[src/rtl/pwr_seq_pkg.sv]
package pwr_seq_pkg;

   // sequencer phase of one domain
   typedef enum logic [1:0] {
      PH_IDLE = 2'd0,
      PH_PWR  = 2'd1,
      PH_MOD  = 2'd2
   } phase_t;

   // module state codes (software visible)
   localparam logic [5:0] MST_RSTDIS  = 6'd0;
   localparam logic [5:0] MST_SYNCRST = 6'd1;
   localparam logic [5:0] MST_DISABLE = 6'd2;
   localparam logic [5:0] MST_ENABLE  = 6'd3;

   // register map
   localparam logic [11:0] OFS_CMD    = 12'h120;
   localparam logic [11:0] OFS_STAT   = 12'h128;
   localparam logic [3:0]  PAGE_DSTAT = 4'h2;
   localparam logic [3:0]  PAGE_DCTL  = 4'h3;
   localparam logic [3:0]  PAGE_MSTAT = 4'h8;
   localparam logic [3:0]  PAGE_MCTL  = 4'hA;

   // field positions
   localparam int BIT_LRST  = 8;
   localparam int BIT_FORCE = 31;
   localparam int BIT_CLKON = 12;
   localparam int BIT_NEXT  = 0;

   localparam logic [4:0] DST_OFF = 5'd0;
   localparam logic [4:0] DST_ON  = 5'd1;

   typedef struct packed {
      logic       force_b;
      logic       lrst_n;
      logic [5:0] state;
   } modctl_t;

endpackage

[src/rtl/pwr_seq_dom.sv]
module pwr_seq_dom
   import pwr_seq_pkg::*;
#(
   parameter int PUP_CYC = 6,
   parameter int MOD_CYC = 4
) (
   input  logic       clk,
   input  logic       rst_n,
   input  logic       go,
   input  logic       next_req,
   input  logic [5:0] tgt_state,
   input  logic       tgt_lrst_n,
   output logic       busy,
   output logic       pwr_on,
   output logic [5:0] cur_state,
   output logic       cur_lrst_n
);

   localparam int MAXC  = (PUP_CYC > MOD_CYC) ? PUP_CYC : MOD_CYC;
   localparam int CNT_W = $clog2(MAXC + 1);

   phase_t           phase_q;
   logic [CNT_W-1:0] cnt_q;
   logic [5:0]       tgt_q;
   logic             tgt_lrst_q;

   always_ff @(posedge clk or negedge rst_n) begin
      if (!rst_n) begin
         phase_q    <= PH_IDLE;
         cnt_q      <= '0;
         tgt_q      <= MST_RSTDIS;
         tgt_lrst_q <= 1'b0;
         pwr_on     <= 1'b0;
         cur_state  <= MST_RSTDIS;
         cur_lrst_n <= 1'b0;
      end else begin
         unique case (phase_q)
            PH_IDLE: begin
               if (go) begin
                  tgt_q      <= tgt_state;
                  tgt_lrst_q <= tgt_lrst_n;
                  if (!pwr_on && next_req) begin
                     phase_q <= PH_PWR;
                     cnt_q   <= CNT_W'(PUP_CYC - 1);
                  end else begin
                     phase_q <= PH_MOD;
                     cnt_q   <= CNT_W'(MOD_CYC - 1);
                  end
               end
            end
            PH_PWR: begin
               if (cnt_q == '0) begin
                  pwr_on  <= 1'b1;
                  phase_q <= PH_MOD;
                  cnt_q   <= CNT_W'(MOD_CYC - 1);
               end else begin
                  cnt_q <= cnt_q - 1'b1;
               end
            end
            PH_MOD: begin
               if (cnt_q == '0) begin
                  cur_state  <= tgt_q;
                  // only an enabled module may leave local reset
                  cur_lrst_n <= (tgt_q == MST_ENABLE) && tgt_lrst_q;
                  phase_q    <= PH_IDLE;
               end else begin
                  cnt_q <= cnt_q - 1'b1;
               end
            end
            default: phase_q <= PH_IDLE;
         endcase
      end
   end

   assign busy = (phase_q != PH_IDLE);

endmodule

[src/rtl/pwr_seq_regs.sv]
module pwr_seq_regs
   import pwr_seq_pkg::*;
#(
   parameter int N_DOM = 4
) (
   input  logic                  clk,
   input  logic                  rst_n,
   input  logic                  wr_en,
   input  logic [11:0]           wr_addr,
   input  logic [31:0]           wr_data,
   input  logic [11:0]           rd_addr,
   output logic [31:0]           rd_data,
   input  logic [N_DOM-1:0]      busy,
   input  logic [N_DOM-1:0]      pwr_on,
   input  logic [N_DOM-1:0]      cur_lrst_n,
   input  logic [N_DOM-1:0][5:0] cur_state,
   output logic [N_DOM-1:0]      go,
   output logic [N_DOM-1:0]      next_req,
   output logic [N_DOM-1:0]      tgt_lrst_n,
   output logic [N_DOM-1:0][5:0] tgt_state
);

   localparam int IDX_W = 6;

   modctl_t          mc_q [N_DOM];
   logic [N_DOM-1:0] next_q;
   logic             unused_wr;

   function automatic logic slot_hit(input logic [11:0] a,
                                     input logic [3:0]  page,
                                     input int          d);
      return (a[11:8] == page) && (a[1:0] == 2'b00) &&
             (a[7:2] == IDX_W'(d));
   endfunction

   always_ff @(posedge clk or negedge rst_n) begin
      if (!rst_n) begin
         next_q <= '0;
         for (int d = 0; d < N_DOM; d++) mc_q[d] <= '0;
      end else if (wr_en) begin
         for (int d = 0; d < N_DOM; d++) begin
            if (slot_hit(wr_addr, PAGE_DCTL, d))
               next_q[d] <= wr_data[BIT_NEXT];
            if (slot_hit(wr_addr, PAGE_MCTL, d))
               mc_q[d] <= '{force_b: wr_data[BIT_FORCE],
                            lrst_n:  wr_data[BIT_LRST],
                            state:   wr_data[5:0]};
         end
      end
   end

   wire cmd_wr = wr_en && (wr_addr == OFS_CMD);

   for (genvar g = 0; g < N_DOM; g++) begin : g_dom
      assign go[g]         = cmd_wr && wr_data[g] && !busy[g];
      assign next_req[g]   = next_q[g];
      assign tgt_lrst_n[g] = mc_q[g].lrst_n;
      assign tgt_state[g]  = mc_q[g].state;
   end

   assign unused_wr = ^wr_data;

   always_comb begin
      rd_data = '0;
      if (rd_addr == OFS_STAT) rd_data[N_DOM-1:0] = busy;
      for (int d = 0; d < N_DOM; d++) begin
         if (slot_hit(rd_addr, PAGE_DSTAT, d))
            rd_data[4:0] = pwr_on[d] ? DST_ON : DST_OFF;
         if (slot_hit(rd_addr, PAGE_DCTL, d))
            rd_data[BIT_NEXT] = next_q[d];
         if (slot_hit(rd_addr, PAGE_MCTL, d)) begin
            rd_data[5:0]      = mc_q[d].state;
            rd_data[BIT_LRST] = mc_q[d].lrst_n;
            rd_data[BIT_FORCE] = mc_q[d].force_b;
         end
         if (slot_hit(rd_addr, PAGE_MSTAT, d)) begin
            rd_data[5:0]       = cur_state[d];
            rd_data[BIT_LRST]  = cur_lrst_n[d];
            rd_data[BIT_CLKON] = (cur_state[d] == MST_ENABLE);
         end
      end
   end

endmodule

[src/rtl/pwr_seq_ctrl.sv]
module pwr_seq_ctrl
   import pwr_seq_pkg::*;
#(
   parameter int N_DOM   = 4,
   parameter int PUP_CYC = 6,
   parameter int MOD_CYC = 4
) (
   input  logic             clk,
   input  logic             rst_n,
   input  logic             wr_en,
   input  logic [11:0]      wr_addr,
   input  logic [31:0]      wr_data,
   input  logic [11:0]      rd_addr,
   output logic [31:0]      rd_data,
   output logic [N_DOM-1:0] mod_clk_en,
   output logic [N_DOM-1:0] mod_rst_n
);

   // elaboration-time parameter checks
   if (N_DOM < 1 || N_DOM > 32) begin : g_bad_ndom
      $error("pwr_seq_ctrl: N_DOM must be 1..32");
   end
   if (PUP_CYC < 1 || MOD_CYC < 1) begin : g_bad_cyc
      $error("pwr_seq_ctrl: phase lengths must be at least 1");
   end

   logic [N_DOM-1:0]      busy_v;
   logic [N_DOM-1:0]      pwr_v;
   logic [N_DOM-1:0]      cur_lrst_v;
   logic [N_DOM-1:0][5:0] cur_state_v;
   logic [N_DOM-1:0]      go_v;
   logic [N_DOM-1:0]      next_v;
   logic [N_DOM-1:0]      tgt_lrst_v;
   logic [N_DOM-1:0][5:0] tgt_state_v;

   pwr_seq_regs #(.N_DOM(N_DOM)) u_regs (
      .clk        (clk),
      .rst_n      (rst_n),
      .wr_en      (wr_en),
      .wr_addr    (wr_addr),
      .wr_data    (wr_data),
      .rd_addr    (rd_addr),
      .rd_data    (rd_data),
      .busy       (busy_v),
      .pwr_on     (pwr_v),
      .cur_lrst_n (cur_lrst_v),
      .cur_state  (cur_state_v),
      .go         (go_v),
      .next_req   (next_v),
      .tgt_lrst_n (tgt_lrst_v),
      .tgt_state  (tgt_state_v)
   );

   for (genvar g = 0; g < N_DOM; g++) begin : g_seq
      pwr_seq_dom #(.PUP_CYC(PUP_CYC), .MOD_CYC(MOD_CYC)) u_dom (
         .clk        (clk),
         .rst_n      (rst_n),
         .go         (go_v[g]),
         .next_req   (next_v[g]),
         .tgt_state  (tgt_state_v[g]),
         .tgt_lrst_n (tgt_lrst_v[g]),
         .busy       (busy_v[g]),
         .pwr_on     (pwr_v[g]),
         .cur_state  (cur_state_v[g]),
         .cur_lrst_n (cur_lrst_v[g])
      );
      assign mod_clk_en[g] = (cur_state_v[g] == MST_ENABLE);
      assign mod_rst_n[g]  = cur_lrst_v[g];
   end

endmodule

[config.mk]
export PLATFORM = sky130hd
export DESIGN_NAME = pwr_seq_ctrl
export DESIGN_NICKNAME = d
export VERILOG_FILES = /design/src/rtl/pwr_seq_pkg.sv /design/src/rtl/pwr_seq_dom.sv /design/src/rtl/pwr_seq_regs.sv /design/src/rtl/pwr_seq_ctrl.sv
export SDC_FILE = /design/constraint.sdc
export NUM_CORES = 1
export LEC_CHECK = 0
export ABC_AREA = 0
export ABC_CLOCK_PERIOD_IN_PS = 1900
export CAP_MARGIN = 10
export CORE_MARGIN = 2
export CORE_UTILIZATION = 28
export CTS_CLUSTER_DIAMETER = 50
export DETAILED_ROUTE_END_ITERATION = 16
export DONT_BUFFER_PORTS = 1
export HOLD_SLACK_MARGIN = 0.12
export PLACE_DENSITY = 0.52
export SLEW_MARGIN = 20
export SYNTH_ARGS = -nofsm -noshare
export SYNTH_HDL_FRONTEND = slang
export SYNTH_SLANG_ARGS = --single-unit
[constraint.sdc]
create_clock -name clk -period 1.9 [get_ports clk]
set_input_delay 0.19 -clock clk [delete_from_list [all_inputs] [get_ports clk]]
set_output_delay 0.19 -clock clk [all_outputs]
set_load 0.02 [all_outputs]
==> run metrics, run 1 <==
clk buf depth 2; commonest cells after routing, fill and taps aside 116 x dfrtp_1, 91 x mux2_2, 74 x buf_4, 49 x nand2_1, 33 x nor2_1; Crit. End Element output port; CTS tree done; asr flop ratio synth 100%; startpoint types input port; failing checks negative hold slack, negative setup slack; Die X 156 um; hold crit path type input port to asynchronous set/reset pin; worst path required time 1.71 ns; gate count of the mapped netlist between 600 and 700; most common cell after layout, fill and taps aside dfrtp_1; Syn Area/Cell 10.7 um^2; crit-path cells or4_4, nor2_4, nand2_2, o32ai_2, a21oi_1, o211ai_1, buf_6; Vias 4907; CTS Hold Buffers Added 9; Layout area overhead 29.4%; initial core utilization 28.6%; H-tree levels 4; I/O pins between 90 and 100; crit path buf inv count 1; Slew Limit Fails 0; depth of the most critical reg-to-reg path 7; antenna-violating nets left 0; Worst EP arrival 1.87 ns; die area 24300 um^2; ant diodes 0; Setup Skew 0.0171 ns; Hold Fails Final Rpt ~120; slowest CP cell or4_4; post-DR vias/cell 4.92; Hold WS -0.544 ns; CTS buffer count 17; placed wire-length estimate 13000 um; Final WS setup -0.157 ns; IO Port Bufs 0; Synth Warn # 0; Clk pin slew, worst setup/hold paths 0.06 ns; IR drop worst, VDD 0.578 mV; synth unique cells 61; Fill cells 2236; Initial DRC Count ~340; final setup vio count 6; Worst Max-Slew Pin Slew ~0.52 ns; slew margin rel. 65.1%; number of synthesized flops with an enable pin 0; final wirelength 18100 um; Area after DPL 7210 um^2; clk root buf clkbuf_16; WL/cell 18.1 um; maximum number of pins on one net before global-route repair around 120; critical path depth in cells 7; #FFs+latches synth 116; sequential-to-total area share from yosys stat 44.9%; CP Class input port to output port; leak pwr between 3 and 4 nW; Final Power slightly below 9 mW; status finished, violations left; Final nets 783; RSZ-0062 raised after global routing yes; Final GP Congestion 0.800; initial antenna violation count 0; num rows 55; period utilization 108%; max_cap viols 0; predominant post-synthesis flop cell dfrtp_1; number of global-route vias before repair about 5000; Sink Count about 120; Synth Cell Area 6470 um^2; post-layout util between 30% and 40%; Final Cell Area ~8400 um^2; total global routing overflow 0; Vert. Die Dim 156 um; GRT Util Overall 15.5%; share of layout cells above drive strength 1 37.5%; pwr dens slightly above 1000 nW/um^2; Period minus WS final about 2.1 ns; DRC violations left 0; clk_lat worst skew 0.43 ns; crit-path leading delay family simple AND/OR/NAND/NOR gates; fmax 0.486 GHz; first-pass iteration count of the detailed router 4; max incr delay on CP 0.58 ns; core area 22600 um^2; Crit Path Max Fanout 4; first-pass GRT wire length between 20000 and 30000 um
[per-stage QoR]
stage,setup slack (ns),cells,setup TNS [ns]
floorplan,0.0386,628,0
global placement,-0.337,944,-0.872
CTS,-0.151,993,-0.742
detailed placement,-0.339,944,-0.840
finish,-0.157,997,-0.591
global route,-0.260,997,-1.04
[synth_stat cells, types with 5 or more instances]
| cell type | instances | share of area [%] |
|---|---|---|
| dfrtp_1 | 116 | 45 |
| mux2_2 | 91 | 16 |
| nand2_1 | 54 | 3.1 |
| nor2_1 | 34 | 2.0 |
| a21oi_1 | 29 | 2.2 |
| buf_4 | 28 | 3.2 |
| o21ai_0 | 26 | 2.0 |
| ha_1 | 24 | 4.6 |
| inv_1 | 22 | 1.3 |
| nor3_1 | 17 | 1.3 |
| nand2b_1 | 14 | 1.4 |
| nor2b_1 | 14 | 1.4 |
| nand3_1 | 12 | 0.93 |
| o22ai_1 | 9 | 0.87 |
| clkbuf_1 | 6 | 0.35 |
| mux2i_1 | 6 | 0.93 |
| o31ai_1 | 6 | 0.70 |
| a31oi_1 | 5 | 0.48 |
| buf_2 | 5 | 0.39 |
| nand4b_1 | 5 | 0.68 |
| o21ai_1 | 5 | 0.39 |
[metal layers]
layer | track usage, % | up-vias | routed length [um]
met5 | 0 | - | 0
met4 | 5.24 | 0 | 222
met3 | 4.81 | 8 | 1000
met2 | 23.3 | 118 | 8080
met1 | 21.0 | 2418 | 8750
li1 | - | 2363 | -
[logic make-up after synthesis]
family,Yosys count,synth area share (%)
buffers and inverters,62,5.32
muxes,98,17.1
adders and majority gates,24,4.64
and+or+nand+nor,187,16.2
DFF,116,44.9
xor gates and xnor gates,1,0.135
other,1,0.0580
AOI/OAI and AO/OA,117,11.7
[state kept, by name (all words and copies together) (netlist names)]
name                    cells
g_seq.u_dom.cnt_q          12
g_seq.u_dom.cur_lrst_n      4
g_seq.u_dom.cur_state      24
g_seq.u_dom.phase_q         8
g_seq.u_dom.pwr_on          4
g_seq.u_dom.tgt_lrst_q      4
g_seq.u_dom.tgt_q          24
u_regs.mc_q                 4
u_regs.next_req             4
u_regs.tgt_lrst_n           4
u_regs.tgt_state           24
[layout make-up]
cell class	count	area [um^2]	share of cell area (%)
Clock buffer	23	498	5.95
Clock inverter	8	194	2.32
Inverter	22	82.6	0.986
Multi-Input combinational cell	450	3550	42.4
Sequential cell	116	2900	34.7
Tap cell	285	357	4.26
Timing Repair Buffer	93	785	9.37
[report_power, final]
part           internal (mW)  total, mW  leakage (nW)  switching, mW
Clock                   2.63       3.76         0.339           1.13
Sequential              2.65       2.77          1.59          0.119
Combinational          0.996       2.14          1.92           1.15
[timing repair]
action,in CTS,in global routing
endpoints found under the setup margin,9,10
pin swaps,26,9
endpoints found under the hold margin,157,116
cloned,0,0
resized for setup,48,17
buffers inserted,10,4
[final timing paths]
check                                                               end  slack (ns)                                  start
worst max-delay path                                         rd_data[0]       -0.16                             rd_addr[5]
worst min register to register      g_seq[0].u_dom.cnt_q[1]$_DFFE_PN0P_        0.48    g_seq[0].u_dom.cnt_q[1]$_DFFE_PN0P_
min in group clk                  g_seq[1].u_dom.phase_q[1]$_DFFE_PN0P_        0.13                             wr_data[1]
max in group asynchronous           g_seq[3].u_dom.cnt_q[1]$_DFFE_PN0P_        2.26                                  rst_n
worst max register to register      g_seq[3].u_dom.cnt_q[0]$_DFFE_PN0P_        0.12  g_seq[3].u_dom.phase_q[1]$_DFFE_PN0P_
worst min-delay path            g_seq[0].u_dom.cur_state[4]$_DFFE_PN0P_       -0.54                                  rst_n
Note: power is estimated with default switching activity, not from simulation.
==> run 2, diff against run 1 <==
--- a/config.mk
+++ b/config.mk
@@ -6,7 +6,7 @@
 export NUM_CORES = 1
 export LEC_CHECK = 0
 export ABC_AREA = 0
-export ABC_CLOCK_PERIOD_IN_PS = 1900
+export ABC_CLOCK_PERIOD_IN_PS = 2440
 export CAP_MARGIN = 10
 export CORE_MARGIN = 2
 export CORE_UTILIZATION = 28
==> constraint.sdc (replaced) <==
create_clock -name clk -period 2.44 [get_ports clk]
set_input_delay 0.244 -clock clk [delete_from_list [all_inputs] [get_ports clk]]
set_output_delay 0.244 -clock clk [all_outputs]
set_load 0.02 [all_outputs]
==> run metrics, run 2 (same netlist as run 1, synthesis figures left out) <==
crit-path cells nand4bb_1, nor3_1, buf_4, mux4_2, and3_1 (was or4_4, nor2_4, nand2_2, o32ai_2, a21oi_1, o211ai_1, buf_6); failing checks negative hold slack (was negative hold slack, negative setup slack); CTS tree done (unchanged); slowest CP cell dfrtp_1 (was or4_4); Worst Max-Slew Pin Slew 0.507 ns (was 0.522 ns); CTS buffer count 17 (unchanged); core area 22600 um^2 (unchanged); DRC violations left 0 (unchanged); Sink Count 116 (unchanged); Area after DPL 6920 um^2 (was 7210 um^2); R2R Setup Slk 0.62 ns (was 0.12 ns); share of layout cells above drive strength 1 26.5% (was 37.5%); Period minus WS final 2.36 ns; Vert. Die Dim 156 um (unchanged); Hold Fails Final Rpt 116 (unchanged); Worst EP arrival 2.12 ns (was 1.87 ns); number of global-route vias before repair 4631 (was 4980); GR peak layer met2 (unchanged); first-pass GRT wire length 27100 um (was 28300 um); clk buf depth 2 (unchanged); CP Class flop to output port (was input port to output port); most common cell after layout, fill and taps aside dfrtp_1 (unchanged); Final WS setup 0.0803 ns (was -0.157 ns); Final Cell Area 7620 um^2 (was 8370 um^2); Crit Path Max Fanout 3 (was 4); post-DR vias/cell 4.97 (was 4.92); post-layout util 33.7% (was 37.0%); IO Port Bufs 0 (unchanged); antenna-violating nets left 0 (unchanged); die area 24300 um^2 (unchanged); CTS Hold Buffers Added 9 (unchanged); hold crit path type input port to asynchronous set/reset pin (unchanged); pwr dens 805 nW/um^2 (was 1040 nW/um^2); RSZ-0062 raised after global routing no (was yes); placed cell count 909 (was 944); num rows 55 (unchanged); I/O pins 99 (unchanged); IR drop worst, VDD 0.471 mV (was 0.578 mV); startpoint types flop (was input port); Final Power 6.13 mW (was 8.67 mW); M2 GR Usage 22.9% (was 23.3%); first-pass iteration count of the detailed router 5 (was 4); post-route insts no fill 952 (was 997); clk_lat worst skew 0.42 ns (was 0.43 ns); Setup WS pre-CTS 0.160 ns (was -0.339 ns); fmax ~0.42 GHz; Clk pin slew, worst setup/hold paths 0.05 ns (was 0.06 ns); Slew Limit Fails 0 (unchanged); ant diodes 0 (unchanged); worst path required time 2.20 ns (was 1.71 ns); Setup Skew 0.00772 ns (was 0.0171 ns); Fin Setup TNS 0 ns (was -0.591 ns); clk root buf clkbuf_16 (unchanged); H-tree levels 4 (unchanged); initial core utilization 28.6% (unchanged); initial antenna violation count 0 (unchanged); met3 Resource Use GR 4.06% (was 4.81%); max incr delay on CP 0.43 ns (was 0.58 ns); final wirelength 17500 um (was 18100 um); Initial DRC Count 233 (was 338); slew margin rel. 66.1% (was 65.1%); crit-path leading delay family simple AND/OR/NAND/NOR gates (unchanged); GRT met1 Usage 20.9% (was 21.0%); Vias 4734 (was 4907); final setup vio count 0 (was 6); total global routing overflow 0 (unchanged); GRT Util Overall 14.9% (was 15.5%); Final nets 737 (was 783); Hold WS -0.479 ns (was -0.544 ns); crit path buf inv count 1 (unchanged); period utilization 96.7%; status finished, violations left (unchanged); commonest cells after routing, fill and taps aside 115 x dfrtp_1, 91 x mux2_2, 54 x nand2_1, 38 x buf_4, 34 x nor2_1 (was 116 x dfrtp_1, 91 x mux2_2, 74 x buf_4, 49 x nand2_1, 33 x nor2_1); maximum number of pins on one net before global-route repair 117 (unchanged); max_cap viols 0 (unchanged); leak pwr 3.52 nW (was 3.85 nW); WL/cell 18.4 um (was 18.1 um); placed wire-length estimate 12800 um (was 13000 um); Crit. End Element output port (unchanged); Die X 156 um (unchanged); Final GP Congestion 0.809 (was 0.800); Layout area overhead 17.8% (was 29.4%)
## run 2: routing by layer
metal / wire [um] / vias up
li1: - / 2268
met1: 8480 / 2336
met2: 7920 / 118
met3: 958 / 12
met4: 132 / 0
met5: 0 / -
## run 2: layout make-up
| cell class | count | area, um^2 |
|---|---|---|
| fill | 2284 | 15000 |
| multi-input combinational | 450 | 3310 |
| sequential | 116 | 2900 |
| clock buffer | 22 | 464 |
| timing repair buffer | 47 | 375 |
| tap | 285 | 357 |
| clock inverter | 10 | 130 |
| inverter | 22 | 82.6 |
## run 2: worst paths after layout
check | start | end | depth (start not counted)
worst min-delay path | rst_n | g_seq[1].u_dom.tgt_q[4]$_DFFE_PN0P_ | 0
worst max register to register | g_seq[0].u_dom.phase_q[0]$_DFFE_PN0P_ | g_seq[0].u_dom.phase_q[1]$_DFFE_PN0P_ | 7
worst max-delay path | g_seq[0].u_dom.cur_state[5]$_DFFE_PN0P_ | rd_data[12] | 5
worst min register to register | g_seq[2].u_dom.pwr_on$_DFFE_PN0P_ | g_seq[2].u_dom.pwr_on$_DFFE_PN0P_ | 1
max in group asynchronous | rst_n | g_seq[3].u_dom.phase_q[0]$_DFFE_PN0P_ | 0
min in group clk | wr_data[3] | g_seq[3].u_dom.phase_q[1]$_DFFE_PN0P_ | 4
## run 2: what timing repair did
action / in CTS / in global routing
hold endpoints to repair: 152 / 116
setup buffers: 0 / 2
gates resized for setup: 0 / 2
endpoints found under the setup margin: 0 / 2
## run 2: power breakdown
part           switching, mW  internal (mW)
Combinational          0.816          0.610
Sequential             0.104           2.07
Clock                  0.890           1.65
Total                   1.81           4.32
## run 2: worst reg2reg max path, stage by stage (launching register included)
cell and delay [ns]:
dfrtp_1 0.40, buf_4 0.14, ha_1 0.22, nor2_1 0.25, nor2_1 0.09, or2_2 0.33, a211oi_1 0.22, a21oi_1 0.06
